===== src/rtl/pwm8_pkg.sv =====
package pwm8_pkg;
    localparam int PSEL_W = 2;
    localparam int DIV_W  = 9;

    typedef enum logic [0:0] {
        GT_IDLE = 1'b0,
        GT_RUN  = 1'b1
    } grp_state_t;

    // last divider count for each select code: tick length minus one
    function automatic logic [DIV_W-1:0] div_last(input logic [PSEL_W-1:0] sel);
        logic [DIV_W-1:0] v;
        unique case (sel)
            2'd0:    v = DIV_W'(15);
            2'd1:    v = DIV_W'(63);
            2'd2:    v = DIV_W'(255);
            default: v = DIV_W'(511);
        endcase
        return v;
    endfunction
endpackage


===== src/rtl/pwm8_group_timer.sv =====
module pwm8_group_timer
    import pwm8_pkg::*;
#(
    parameter int CNT_W = 8
) (
    input  logic              clk,
    input  logic              rst_n,
    input  logic [PSEL_W-1:0] sel_i,
    input  logic              any_en_i,
    output logic [CNT_W-1:0]  cnt_o,
    output logic              load_o
);
    grp_state_t        state_q, state_d;
    logic [PSEL_W-1:0] sel_q;
    logic [DIV_W-1:0]  div_q;
    logic [CNT_W-1:0]  cnt_q;
    logic              sel_chg, clear, tick;

    assign sel_chg = (sel_i != sel_q);

    always_ff @(posedge clk) begin
        if (!rst_n) state_q <= GT_IDLE;
        else        state_q <= state_d;
    end

    always_comb begin
        state_d = state_q;
        unique case (state_q)
            GT_IDLE: if (any_en_i)  state_d = GT_RUN;
            GT_RUN:  if (!any_en_i) state_d = GT_IDLE;
            default: state_d = GT_IDLE;
        endcase
    end

    always_comb begin
        clear  = 1'b0;
        tick   = 1'b0;
        unique case (state_q)
            GT_IDLE: clear = 1'b1;
            GT_RUN: begin
                clear = sel_chg || !any_en_i;
                tick  = !clear && (div_q == div_last(sel_i));
            end
            default: clear = 1'b1;
        endcase
        load_o = clear || (tick && (cnt_q == '1));
    end

    always_ff @(posedge clk) begin
        if (!rst_n) begin
            sel_q <= '0;
            div_q <= '0;
            cnt_q <= '0;
        end else begin
            sel_q <= sel_i;
            if (clear) begin
                div_q <= '0;
                cnt_q <= '0;
            end else if (tick) begin
                div_q <= '0;
                cnt_q <= cnt_q + 1'b1;
            end else begin
                div_q <= div_q + 1'b1;
            end
        end
    end

    assign cnt_o = cnt_q;
endmodule


===== src/rtl/pwm8_channel.sv =====
module pwm8_channel #(
    parameter int W = 8
) (
    input  logic         clk,
    input  logic         rst_n,
    input  logic [W-1:0] duty_i,
    input  logic         load_i,
    input  logic [W-1:0] cnt_i,
    input  logic         en_i,
    input  logic         gpo_i,
    output logic         out_o
);
    logic [W-1:0] shadow_q;

    always_ff @(posedge clk) begin
        if (!rst_n)      shadow_q <= '0;
        else if (load_i) shadow_q <= duty_i;
    end

    assign out_o = en_i ? (cnt_i < shadow_q) : gpo_i;
endmodule


===== src/rtl/pwm8_two_group.sv =====
module pwm8_two_group
    import pwm8_pkg::*;
#(
    parameter int NUM_CH = 8,
    parameter int DUTY_W = 8
) (
    input  logic                     clk,
    input  logic                     rst_n,
    input  logic [PSEL_W-1:0]        psel_lo,
    input  logic [PSEL_W-1:0]        psel_hi,
    input  logic [NUM_CH*DUTY_W-1:0] duty_flat,
    input  logic [NUM_CH-1:0]        pwm_en,
    input  logic [NUM_CH-1:0]        gpo_val,
    output logic [NUM_CH-1:0]        pwm_out
);
    localparam int NUM_GRP = 2;
    localparam int GRP_CH  = NUM_CH / NUM_GRP;

    logic [NUM_GRP-1:0][DUTY_W-1:0] grp_cnt;
    logic [NUM_GRP-1:0]             grp_load;

    for (genvar g = 0; g < NUM_GRP; g++) begin : g_grp
        pwm8_group_timer #(.CNT_W(DUTY_W)) u_tmr (
            .clk      (clk),
            .rst_n    (rst_n),
            .sel_i    ((g == 0) ? psel_lo : psel_hi),
            .any_en_i (|pwm_en[g*GRP_CH +: GRP_CH]),
            .cnt_o    (grp_cnt[g]),
            .load_o   (grp_load[g])
        );
    end

    for (genvar c = 0; c < NUM_CH; c++) begin : g_ch
        pwm8_channel #(.W(DUTY_W)) u_ch (
            .clk    (clk),
            .rst_n  (rst_n),
            .duty_i (duty_flat[c*DUTY_W +: DUTY_W]),
            .load_i (grp_load[c/GRP_CH]),
            .cnt_i  (grp_cnt[c/GRP_CH]),
            .en_i   (pwm_en[c]),
            .gpo_i  (gpo_val[c]),
            .out_o  (pwm_out[c])
        );
    end
endmodule


===== config.mk =====
export PLATFORM = sky130hd
export DESIGN_NAME = pwm8_two_group
export DESIGN_NICKNAME = d
export VERILOG_FILES = /design/src/rtl/pwm8_pkg.sv /design/src/rtl/pwm8_group_timer.sv /design/src/rtl/pwm8_channel.sv /design/src/rtl/pwm8_two_group.sv
export SDC_FILE = /design/constraint.sdc
export NUM_CORES = 1
export LEC_CHECK = 0
export CAP_MARGIN = 20
export CORE_UTILIZATION = 54
export DETAILED_ROUTE_END_ITERATION = 8
export PLACE_DENSITY = 0.88
export SYNTH_ARGS = -nofsm -noshare
export SYNTH_HDL_FRONTEND = slang
export SYNTH_SLANG_ARGS = --single-unit

===== constraint.sdc =====
create_clock -name clk -period 2.7 [get_ports clk]
set_clock_uncertainty 0.2 [all_clocks]
set_input_delay 0.27 -clock clk [delete_from_list [all_inputs] [get_ports clk]]
set_output_delay 0.27 -clock clk [all_outputs]
set_load 0.02 [all_outputs]

======== Yosys cells after proc, flatten, opt, wreduce, memory -nomap -nowiden ========
Index checks and enable logic that the tools add are counted.
cells by class
  reductions and logical operators ........ 20
  add/sub/neg operators ................... 4
  order comparisons ....................... 8
  bitwise operators ....................... 3
  muxes and demuxes ....................... 18
  eq/ne operators ......................... 10
operators with widths
  cell                                           count
  < comparator 8 bit                             8
  case mux 9 bit (3 select lines)                2
  adder 9 x 1 -> 9 bit, second input constant    2
  == test 9 bit                                  2
  2-to-1 mux 9 bit                               2
  adder 8 x 1 -> 8 bit, second input constant    2
  == test 8 bit, second input constant           2
  2-to-1 mux 1 bit                               12
  OR reduction 4 bit                             2
  OR reduction 3 bit                             2
  == test 2 x 1 -> 1 bit, second input constant  2
  == test 2 bit, second input constant           2
  logical AND 1 bit                              4
  logical NOT 1 bit                              4
  logical NOT 2 bit                              2
  logical OR 1 bit                               4
  inequality test 2 bit                          2
  case mux 1 bit (2 select lines)                2
  OR reduction 2 bit                             2
  NOT 1 bit                                      3
word-level totals
  output and inout port bits .............. 8
  logic and storage cells ................. 79
  register bits after elaboration ......... 104
  input port bits ......................... 86

======== Depth between registers and ports, before layout ========
Gate-level depths: netlist (run 1).
  word-level depth ........................ 8
  depth in mapped cells ................... 8

======== Cells and area by module ========
From an unflattened synthesis (run 1), not the netlist that was laid out.
unflattened totals
  cell total of the unflattened synthesis .. 612
  area, all modules ....................... 5890.6 µm²
modules (own cells, without submodules)
  module            area an instance (µm²)  instances  cells an instance  sequential area each (µm²)
  pwm8_channel      488.0                   8          50                 160.2
  pwm8_group_timer  985.9                   2          105                400.4
  pwm8_two_group    15.0                    1          2                  0.0

======== Worst setup path before layout (run 1) ========
Ideal clock, no wire load.
  path kind ............................... register -> register
  start point ............................. register g_grp[0].u_tmr.div_q[5]
  end point ............................... register g_grp[0].u_tmr.cnt_q[6]
  period minus slack after synthesis ...... 2.081 ns
  data arrival time ....................... 1.809 ns
  path slack .............................. 0.619 ns
  stages on the path, launching flop included .. 7
  path through ............................ dfxtp_1 or4_1 o22ai_2 o21ai_2 buf_4 or4_1 a21oi_1
between the ends
  cells in the longest elaborated chain, start to end .. 3
ends and longest elaborated chain
  item                      line                    text
  start: declaration        pwm8_group_timer.sv:15  logic [DIV_W-1:0] div_q;
  start signal: assignment  pwm8_group_timer.sv:63  div_q <= div_q + 1'b1;
  == test 9 bit             pwm8_group_timer.sv:42  tick = !clear && (div_q == div_last(sel_i));
  logical AND 1 bit         pwm8_group_timer.sv:42
  2-to-1 mux 1 bit          pwm8_group_timer.sv:38  unique case (state_q)
  end signal: assignment    pwm8_group_timer.sv:61  cnt_q <= cnt_q + 1'b1;
  end: declaration          pwm8_group_timer.sv:16  logic [CNT_W-1:0] cnt_q;
Every way passes these cells.
A chain may end at the register's enable or synchronous reset.

======== Worst setup path after layout (run 1) ========
  start point ............................. register g_grp[0].u_tmr.cnt_q[5]
  end point ............................... output pwm_out[1]
between the ends
  cells in the longest elaborated chain, start to end .. 2
ends and longest elaborated chain
  item                line                  text
  < comparator 8 bit  pwm8_channel.sv:20    assign out_o = en_i ? (cnt_i < shadow_q) : gpo_i;
  2-to-1 mux 1 bit    pwm8_channel.sv:20
  end: declaration    pwm8_two_group.sv:14  output logic [NUM_CH-1:0] pwm_out
Every way passes these cells.

==> summary.md, run 1 <==
| Metric | Value |
|---|---|
| Outcome | finished clean |
| Crit path max fanout | 8 |
| Initial DRC count | approximately 260 |
| Worst Path Arrival | around 2.2 ns |
| Period utilisation layout | 96.9% |
| Pre-CTS setup slack | -0.0770 ns |
| Max_cap viols | 0 |
| Met1 Wirelength | 5690 microns |
| H-tree levels | 3 |
| Asr flop ratio synth | 0% |
| Fin cells | 923 |
| Unrepaired setup endpoints after global routing | false |
| #FFs+latches synth | 104 |
| Worst hold slack | between 0.15 and 0.2 ns |
| Initial antenna violation count | 0 |
| Placed cell count | between 900 and 1,000 |
| CTS tree | done |
| Die X | 107 microns |
| Die Y-Extent | 107 microns |
| Flop pwr share | 52.7% |
| Routed wl met3 | 619 microns |
| FF+latch area | around 2100 sq um |
| Uppermost routed layer | met4 |
| Net count, final | 930 |
| Synthesized cell area | 5910 sq um |
| Vias in the first global route | 5,114 |
| First-pass GRT wire length | 22,100 microns |
| Initial Util | 56.5% |
| Post-Syn Instances | 697 |
| Die ar. | 11,400 sq um |
| Count of cell types in the netlist | 42 |
| Critical Path Start Type | flip-flop |
| Final hold vios | 0 |
| Clock Power Share | a little under a third |
| Fin util | 68.4% |
| GRT Overall Usage | about 24% |
| Core region area | 10,500 sq um |
| Switching power | 791 uW |
| Setup CP Type | flip-flop to primary output |
| Combinational power share | 17.0% |
| Ports | 94 |
| Longest Clk Path Bufs | 2 |
| Reg clk slew, reported paths | 0.09 ns |
| Power density over the cells | between 400 and 500 nW/um^2 |
| Post-synth EDFFs | 0 |
| N_diodes | 0 |
| Worst endpoint required time | 2.23 ns |
| Synth Flop Type | dfxtp_1 |
| Met2 wire len | 6720 microns |
| Max-slew headroom | 61.9% |
| GRT Residual Overflow | 0 |
| Max frequency | 382 MHz |
| Largest net degree at the start of global routing | 69 |
| Yosys top cell area share | between 30% and 40% |
| Clock Tree Root | clkbuf_8 |
| Cts hold-fix bufs | 0 |
| Synthesis Warnings | 0 |
| Leak | 0.00294 uW |
| Max-slew violations | 0 |
| Switching share of power | 25.3% |
| Area of the multi-input gates | 3370 sq um |
| DRT Pass-1 Iters | 4 |
| Peak VDD IR | between 0.2 and 0.25 mV |
| Synth area leaders | dfxtp_1 (35%), ha_1 (13%), mux2i_1 (11%), nand2_1 (8.9%), inv_1 (4.4%) |
| Layout area overhead | 21.1% |
| Fillcell total | 839 |
| Int Power | 2340 uW |
| Avg Inst Size Synth | around 8.5 sq um |
| DP HPWL | 9990 microns |
| Port Buffers | 93 |
| Layout cell share with drive strength beyond 1 | under 10% |
| Routed WL | 13,200 microns |
| Vias | roughly 5,000 |
| Most common library cell in the layout ignoring fill and taps | nand2_1 |
| Clk sink count | 104 |
| Leading area contributor after synthesis | dfxtp_1 |
| # Post-CTS Setup Buffers | 0 |
| Post-DRT Antenna Nets | 0 |
| Final Critical Period | around 2.6 ns |
| CTS buffer count | 9 |
| Routed WL per cell | 14.3 microns |
| Mapped Nets | 843 |
| Worst Setup End Kind | primary output |
| Rows | 37 |
| Hold Crit Class | primary input to flip-flop |
| Clock Latency Late Sink | 0.36 ns |
| Most frequent cells in the layout | nand2_1 (140), dfxtp_1 (97), clkdlybuf4s50_1 (84) |
| Placer Congestion | 0.842 |
| Final Setup Violations | 0 |
| PnR worst setup slack | 0.0838 ns |
| Slew @ Worst Pin | 0.564 ns |
| Setup TNS | 0 ns |
| Remaining DRCs | 0 |
| Avg Vias per Cell | 5.42 |
| Post-synthesis sequential area ratio | 35.2% |
## per-stage QoR
step / cell area [sq um] / power, uW
after floorplan: 5910 / 2000
after global placement: 6980 / 2200
after detailed placement: 6980 / 2230
after CTS: 7160 / 3150
after global routing: 7160 / 3280
final: 7160 / 3130
## layout make-up
class	count	area share (%)
clock buffer	11	1.98
sequential	104	29.2
multi-input combinational	489	47.1
clock inverter	3	0.612
inverter	70	3.67
tap	136	2.38
timing repair buffer	110	15.0
## metal layers
metal / global-route usage, % / vias up
met5: 0 / -
li1: - / 2501
met3: 4.80 / 20
met2: 45.6 / 139
met4: 7.63 / 0
met1: 26.7 / 2344
## sequential cells by signal, indices dropped and copies added, names as in the netlist
| register | count |
|---|---|
| g_ch.u_ch.shadow_q | 64 |
| g_grp.u_tmr.cnt_o | 16 |
| g_grp.u_tmr.div_q | 18 |
| g_grp.u_tmr.sel_q | 4 |
| g_grp.u_tmr.state_q | 2 |
## repair_timing
action	in CTS	in global routing
setup endpoints to repair	8	7
endpoints found under the hold margin	0	0
resized for setup	13	11
pin swaps	0	3
## synthesized netlist by cell type, drive strengths merged, types with 2 or more instances
master and count:
and2 4, xnor2 16, or4 5, nand2 140, mux2i 66, nor4b 2
nor2 43, nor4 2, o31ai 4, o21ai 15, a31oi 3, dfxtp 104
nand4 3, clkbuf 17, xor2 12, a21oi 15, nand2b 8, o211ai 14
a21o 17, buf 17, a211oi 7, o21a 3, or3 6, inv 70
ha 60, nor2b 2, nor3 2, nand3 15, a2111oi 2, a211o 5
and3 11
## path summary, 6_finish.rpt
path / startpoint / endpoint / slack [ns] / cells after the start
max: g_grp[0].u_tmr.cnt_o[5]$_SDFFE_PP0P_ / pwm_out[1] / 0.08 / 6
max reg2reg: g_grp[0].u_tmr.div_q[5]$_SDFF_PP0_ / g_grp[0].u_tmr.cnt_o[6]$_SDFFE_PP0P_ / 0.43 / 6
min reg2reg: g_grp[1].u_tmr.div_q[0]$_SDFF_PP0_ / g_grp[1].u_tmr.div_q[0]$_SDFF_PP0_ / 0.26 / 1
min: rst_n / g_ch[7].u_ch.shadow_q[7]$_SDFFE_PN0P_ / 0.17 / 3
## kinds of logic after synthesis
kind of cell	Yosys count	share of synthesized area (%)
flip-flops	104	35.2
AO/OA/AOI/OAI	90	10.7
multiplexers	67	11.4
XOR/XNOR	28	4.15
AND/OR/NAND/NOR	244	17.9
adder cells (fa/ha/maj)	60	12.7
buffers and inverters	104	7.90
## power groups by stage
stage,Combinational [uW],Sequential [uW],Clock (uW)
after floorplan,328,1670,0
after global placement,518,1680,0
after detailed placement,539,1690,0
after CTS,533,1650,970
after global routing,583,1660,1040
final,531,1650,948
## worst max-delay path: stages, from the launching register on
cell and delay, ns:
dfxtp_2 0.39, ha_1 0.33, a21oi_1 0.08, o211ai_1 0.25
a211oi_1 0.09, or3_1 0.37, clkdlybuf4s15_1 0.30
No activity file was read; power rests on OpenSTA's default activity.
==> inputs of run 2 (changes only) <==
--- a/config.mk
+++ b/config.mk
@@ -6,9 +6,9 @@
 export NUM_CORES = 1
 export LEC_CHECK = 0
 export CAP_MARGIN = 20
-export CORE_UTILIZATION = 54
+export CORE_UTILIZATION = 45
 export DETAILED_ROUTE_END_ITERATION = 8
-export PLACE_DENSITY = 0.88
+export PLACE_DENSITY = 0.77
 export SYNTH_ARGS = -nofsm -noshare
 export SYNTH_HDL_FRONTEND = slang
 export SYNTH_SLANG_ARGS = --single-unit
==> run 2 against run 1 <==
Via count is 2.9% lower. Power rose by 23%. Sequential cell count is the same. Die area is 20% higher. Register-to-register slack got worse by 0.09 ns. Cell area grew 3.1%.
==> summary.md, run 2 (synthesis gave the netlist of run 1 again) <==
| Metric | Value |
|---|---|
| Worst Path Arrival | 2.15 ns (about the same) |
| Rows | 41 (+11%) |
| Max reg flops | 64 (unchanged) |
| Crit path max fanout | 5 (-3) |
| Clock Tree Root | clkbuf_16 |
| Worst Setup End Kind | primary output |
| Routed WL | 13,100 microns (-1.1%) |
| Longest Clk Path Bufs | 2 (unchanged) |
| Remaining DRCs | 0 (unchanged) |
| Setup CP Type | flip-flop to primary output |
| GRT Overall Usage | 20.0% (-4.1 points) |
| CTS tree | done |
| Port Buffers | 93 (unchanged) |
| GRT Residual Overflow | 0 (unchanged) |
| Vias | 4,857 (-2.9%) |
| Final hold vios | 0 (unchanged) |
| Worst endpoint required time | 2.23 ns (about the same) |
| DRT Pass-1 Iters | 4 (unchanged) |
| Post-DRT Antenna Nets | 0 (unchanged) |
| N_diodes | 0 (unchanged) |
| Initial antenna violation count | 0 (unchanged) |
| Combinational power share | 13.5% (-3.5 points) |
| Peak VDD IR | 0.436 mV (+82%) |
| Switching share of power | 22.5% (-2.8 points) |
| Max-slew violations | 0 (unchanged) |
| Slew @ Worst Pin | 0.576 ns (+0.0114 ns) |
| CTS buffer count | 9 (unchanged) |
| Hold Crit Class | flip-flop to flip-flop |
| Clk sink count | 104 (unchanged) |
| Top reg by flops | g_ch.u_ch.shadow_q |
| # Post-CTS Setup Buffers | 0 (unchanged) |
| Initial Util | 46.4% (-10 points) |
| Core region area | 12,700 sq um (+22%) |
| Most frequent cells in the layout | nand2_1 (140), dfxtp_1 (96), clkdlybuf4s50_1 (84) |
| Max-slew headroom | 61.6% (-0.23 points) |
| Avg Vias per Cell | 5.06 (-6.7%) |
| Most common library cell in the layout ignoring fill and taps | nand2_1 |
| H-tree levels | 3 (unchanged) |
| PnR worst setup slack | 0.0779 ns (-0.00583 ns) |
| Leak | 0.00302 uW (+2.7%) |
| Int Power | 2980 uW (+27%) |
| Layout area overhead | 24.9% |
| Placer Congestion | 0.852 (+1.2%) |
| Final Critical Period | 2.62 ns (+0.00583 ns) |
| Largest net degree at the start of global routing | 58 (-16%) |
| First-pass GRT wire length | 21,200 microns (-4.0%) |
| Switching power | 865 uW (+9.3%) |
| DP HPWL | 9420 microns (-5.7%) |
| Die X | 117 microns (+9.4%) |
| Pre-CTS setup slack | -0.0305 ns (+0.0465 ns) |
| Setup TNS | 0 ns (unchanged) |
| Unrepaired setup endpoints after global routing | false |
| Routed WL per cell | 13.6 microns (-4.9%) |
| Ports | 94 (unchanged) |
| Period utilisation layout | 97.1% (+0.22 points) |
| Placed cell count | 944 (+3.9%) |
| Max frequency | 381 MHz (-0.22%) |
| Total power | 3850 uW (+23%) |
| Vias in the first global route | 4,550 (-11%) |
| Outcome | finished clean |
| Fin cells | 960 (+4.0%) |
| Clock Power Share | 43.6% (+13 points) |
| Die ar. | 13,600 sq um (+20%) |
| Layout cell share with drive strength beyond 1 | 6.09% (-0.13 points) |
| Flop pwr share | 42.9% (-9.8 points) |
| Initial DRC count | 224 (-12%) |
| Critical Path Start Type | flip-flop |
| Net count, final | 929 (-0.11%) |
| Clock Latency Late Sink | 0.35 ns (about the same) |
| Max_cap viols | 0 (unchanged) |
| Final Setup Violations | 0 (unchanged) |
| Reg clk slew, reported paths | 0.07 ns (-0.02 ns) |
| Power density over the cells | 521 nW/um^2 (+19%) |
| Die Y-Extent | 117 microns (+9.4%) |
-- run 2: timing repair --
item | in CTS | in global routing
setup endpoints to repair | 8 | 2
cloned | 0 | 0
resized for setup | 15 | 2
hold buffers | 0 | 0
-- run 2: power by group through the flow --
stage	clock [uW]	combinational [uW]	sequential, uW
floorplan	0	328	1670
global placement	0	519	1680
detailed placement	0	529	1680
CTS	1690	524	1650
global route	1760	578	1660
finish	1680	520	1650
-- run 2: metal layers --
layer  vias to the layer above  global-route usage, %  part of all wire (%)
met2                        88                   31.5                    45
met4                         0                   8.10                   1.7
met3                        15                   3.43                   3.9
met1                      2239                   27.2                    50
li1                       2515                      -                     -
met5                         -                      0                     0
-- run 2: layout make-up --
cell class                 instances  area (sq um)
inverter                          70           263
sequential                       104          2090
tap                              172           215
clock buffer                      10           229
clock inverter                     6           155
multi-input combinational        489          3370
timing repair buffer             109          1050
fill                            1197          5350
-- run 2: stage by stage --
step	area, sq um	util (%)	hold slack, ns
after CTS	7370	58.0	0.240
after global routing	7380	58.0	0.266
after global placement	6990	55.0	0.224
after floorplan	5910	-	0.192
final	7380	58.0	0.245
after detailed placement	6990	55.0	0.233
-- run 2: final timing paths --
check,startpoint,depth (start not counted),slack [ns],to
hold reg to reg,g_grp[0].u_tmr.div_q[0]$_SDFF_PP0_,1,0.24,g_grp[0].u_tmr.div_q[0]$_SDFF_PP0_
hold / removal,g_grp[0].u_tmr.div_q[0]$_SDFF_PP0_,1,0.24,g_grp[0].u_tmr.div_q[0]$_SDFF_PP0_
setup reg to reg,g_grp[0].u_tmr.div_q[5]$_SDFF_PP0_,6,0.34,g_ch[2].u_ch.shadow_q[1]$_SDFFE_PN0P_
setup / recovery,g_grp[1].u_tmr.cnt_o[1]$_SDFFE_PP0P_,6,0.08,pwm_out[6]
-- run 2: critical path, stage by stage, from the launching register on --
cell and delay (ns):
dfxtp_2 0.43, ha_1 0.26, a21o_1 0.16, a21o_1 0.17, a211o_1 0.28, o211ai_1 0.15
clkdlybuf4s15_1 0.35
==> inputs of run 3 (changes only) <==
==> constraint.sdc (replaced) <==
create_clock -name clk -period 2.7 [get_ports clk]
set_clock_uncertainty 0.2 [all_clocks]
set_input_delay 0.27 -clock clk [delete_from_list [all_inputs] [get_ports clk]]
set_output_delay 0.27 -clock clk [all_outputs]
set_load 0.1 [all_outputs]
==> run 3 against run 2 <==
Setup slack worse by 0.0097 ns. Fmax down 0.37%. Sequential cell count unchanged. First-iteration DRC count rose by 5.8%. Power down 6.9%. Critical endpoint unchanged.
==> summary.md, run 3 (synthesis gave the netlist of run 1 again) <==
| Metric | Value |
|---|---|
| Final Critical Period | 2.63 ns (+0.00967 ns) |
| Vias in the first global route | 4,412 (-3.0%) |
| Remaining DRCs | 0 (unchanged) |
| Crit path top cell by count | a21o_1 |
| Reg clk slew, reported paths | 0.07 ns (about the same) |
| Max-slew headroom | 63.5% (+1.9 points) |
| DP HPWL | 9260 microns (-1.7%) |
| Critical Path, Cell by Cell | buf_4 > ha_1 > a21o_1 > a21o_1 > a211o_1 > o211ai_1 > buf_12 |
| Max_cap viols | 0 (unchanged) |
| Clock Tree Root | clkbuf_16 |
| Worst Path Arrival | 2.16 ns (about the same) |
| Net count, final | 925 (-0.43%) |
| Layout cell share with drive strength beyond 1 | 5.74% (-0.35 points) |
| Top reg by flops | g_ch.u_ch.shadow_q |
| Routed WL per cell | 13.1 microns (-3.6%) |
| Ports | 94 (unchanged) |
| Outcome | finished clean |
| Leak | 0.00300 uW (-0.64%) |
| Die Y-Extent | 117 microns (unchanged) |
| Core region area | 12,700 sq um (unchanged) |
| # Post-CTS Setup Buffers | 0 (unchanged) |
| CP top delay family | compound AO/OA/AOI/OAI gates |
| Fin cells | 956 (-0.42%) |
| Rows | 41 (unchanged) |
| Final Setup Violations | 0 (unchanged) |
| Routed WL | 12,600 microns (-4.0%) |
| Crit path buffers/inverters | 2 (+1) |
| Most common library cell in the layout ignoring fill and taps | nand2_1 |
| Total power | 3580 uW (-6.9%) |
| Max frequency | 380 MHz (-0.37%) |
| H-tree levels | 3 (unchanged) |
| Max-slew violations | 0 (unchanged) |
| Most frequent cells in the layout | nand2_1 (140), dfxtp_1 (101), clkdlybuf4s50_1 (84) |
| Clock Latency Late Sink | 0.35 ns (about the same) |
| Post-DRT Antenna Nets | 0 (unchanged) |
| GRT Overall Usage | 19.5% (-0.49 points) |
| Longest Clk Path Bufs | 2 (unchanged) |
| Max stage delay on crit path | 0.30 ns (-0.13 ns) |
| Setup CP Type | flip-flop to primary output |
| Critical Path Start Type | flip-flop |
| GRT Residual Overflow | 0 (unchanged) |
| Initial Util | 46.4% (unchanged) |
| CTS buffer count | 9 (unchanged) |
| Finished Cell Area | 7340 sq um (-0.51%) |
| Power density over the cells | 488 nW/um^2 (-6.4%) |
| Vias | 4,741 (-2.4%) |
| Initial DRC count | 237 (+5.8%) |
| Slew @ Worst Pin | 0.547 ns (-0.0287 ns) |
| First-pass GRT wire length | 20,800 microns (-2.2%) |
| DRT Pass-1 Iters | 4 (unchanged) |
| Crit path max fanout | 9 (+4) |
| Placer Congestion | 0.847 (-0.61%) |
| Worst endpoint required time | 2.23 ns (about the same) |
| Slowest cell on crit path | dfxtp_1 |
| Period utilisation layout | 97.5% (+0.36 points) |
| Final hold vios | 0 (unchanged) |
| Placed cell count | 940 (-0.42%) |
| Fin util | 57.7% (-0.30 points) |
| Avg Vias per Cell | 4.96 (-2.0%) |
| Max reg flops | 64 (unchanged) |
| Initial antenna violation count | 0 (unchanged) |
| Die X | 117 microns (unchanged) |
| Worst Setup End Kind | primary output |
| Largest net degree at the start of global routing | 57 (-1.7%) |
| Die ar. | 13,600 sq um (unchanged) |
| Hold Crit Class | primary input to flip-flop |
| N_diodes | 0 (unchanged) |
| Peak VDD IR | 0.351 mV (-20%) |
| Unrepaired setup endpoints after global routing | false |
| Setup TNS | 0 ns (unchanged) |
| DP Area | 7050 sq um (+0.89%) |
| Clk sink count | 104 (unchanged) |
| CTS tree | done |
| Port Buffers | 93 (unchanged) |
| Layout area overhead | 24.3% |
==> run 3: cell count changes in the layout (fill, tap and decap cells not counted) <==
| cell | change |
|---|---|
| dfxtp_1 | +5 |
| bufinv_16 | -4 |
| clkbuf_1 | +2 |
| buf_12 | +9 |
| clkdlybuf4s15_1 | -1 |
| buf_4 | -5 |
| clkinv_2 | +2 |
| dlygate4sd2_1 | -7 |
| dfxtp_2 | -5 |
==> run 3: final timing paths <==
| kind | start | endpoint | slack [ns] | cells after the start |
|---|---|---|---|---|
| worst max-delay path | g_grp[1].u_tmr.cnt_o[1]$_SDFFE_PP0P_ | pwm_out[6] | 0.07 | 7 |
| worst min register to register | g_grp[0].u_tmr.div_q[0]$_SDFF_PP0_ | g_grp[0].u_tmr.div_q[0]$_SDFF_PP0_ | 0.25 | 1 |
| worst min-delay path | rst_n | g_grp[1].u_tmr.state_q$_SDFF_PN0_ | 0.22 | 2 |
| worst max register to register | g_grp[0].u_tmr.div_q[5]$_SDFF_PP0_ | g_grp[0].u_tmr.cnt_o[6]$_SDFFE_PP0P_ | 0.43 | 6 |
==> run 3: final cells by class <==
cell class                      count  area (sq um)
Multi-Input combinational cell    489          3370
Clock inverter                      4          45.0
Inverter                           70           263
Timing Repair Buffer              105          1120
Tap cell                          172           215
Fill cell                        1201          5380
Sequential cell                   104          2090
Clock buffer                       12           236
==> run 3: per-layer routing <==
layer / wire [microns] / up-vias / global-route usage [%]
met5: 0 / - / 0
met4: 196 / 0 / 7.59
met3: 511 / 12 / 2.80
met2: 5400 / 79 / 29.3
met1: 6450 / 2155 / 28.2
li1: - / 2495 / -
==> run 3: timing repair <==
action | 4_1_cts | 5_1_grt
endpoints found under the hold margin | 0 | 0
gates resized for setup | 0 | 3
setup endpoints to repair | 0 | 5
hold buffers | 0 | 0
==> run 3: stage by stage <==
stage	setup WS [ns]	hold slack, ns
finish	0.0683	0.224
global route	0.00847	0.264
CTS	0.0645	0.240
detailed placement	0.0480	0.234
global placement	0.0922	0.226
floorplan	0.555	0.192
==> run 3: report_power, final <==
part           switching (uW)  internal [uW]  leakage (uW)
logic                     328            317       0.00200
clock network             573            716      0.000140
registers                37.7           1610      0.000858
total                     939           2640       0.00300
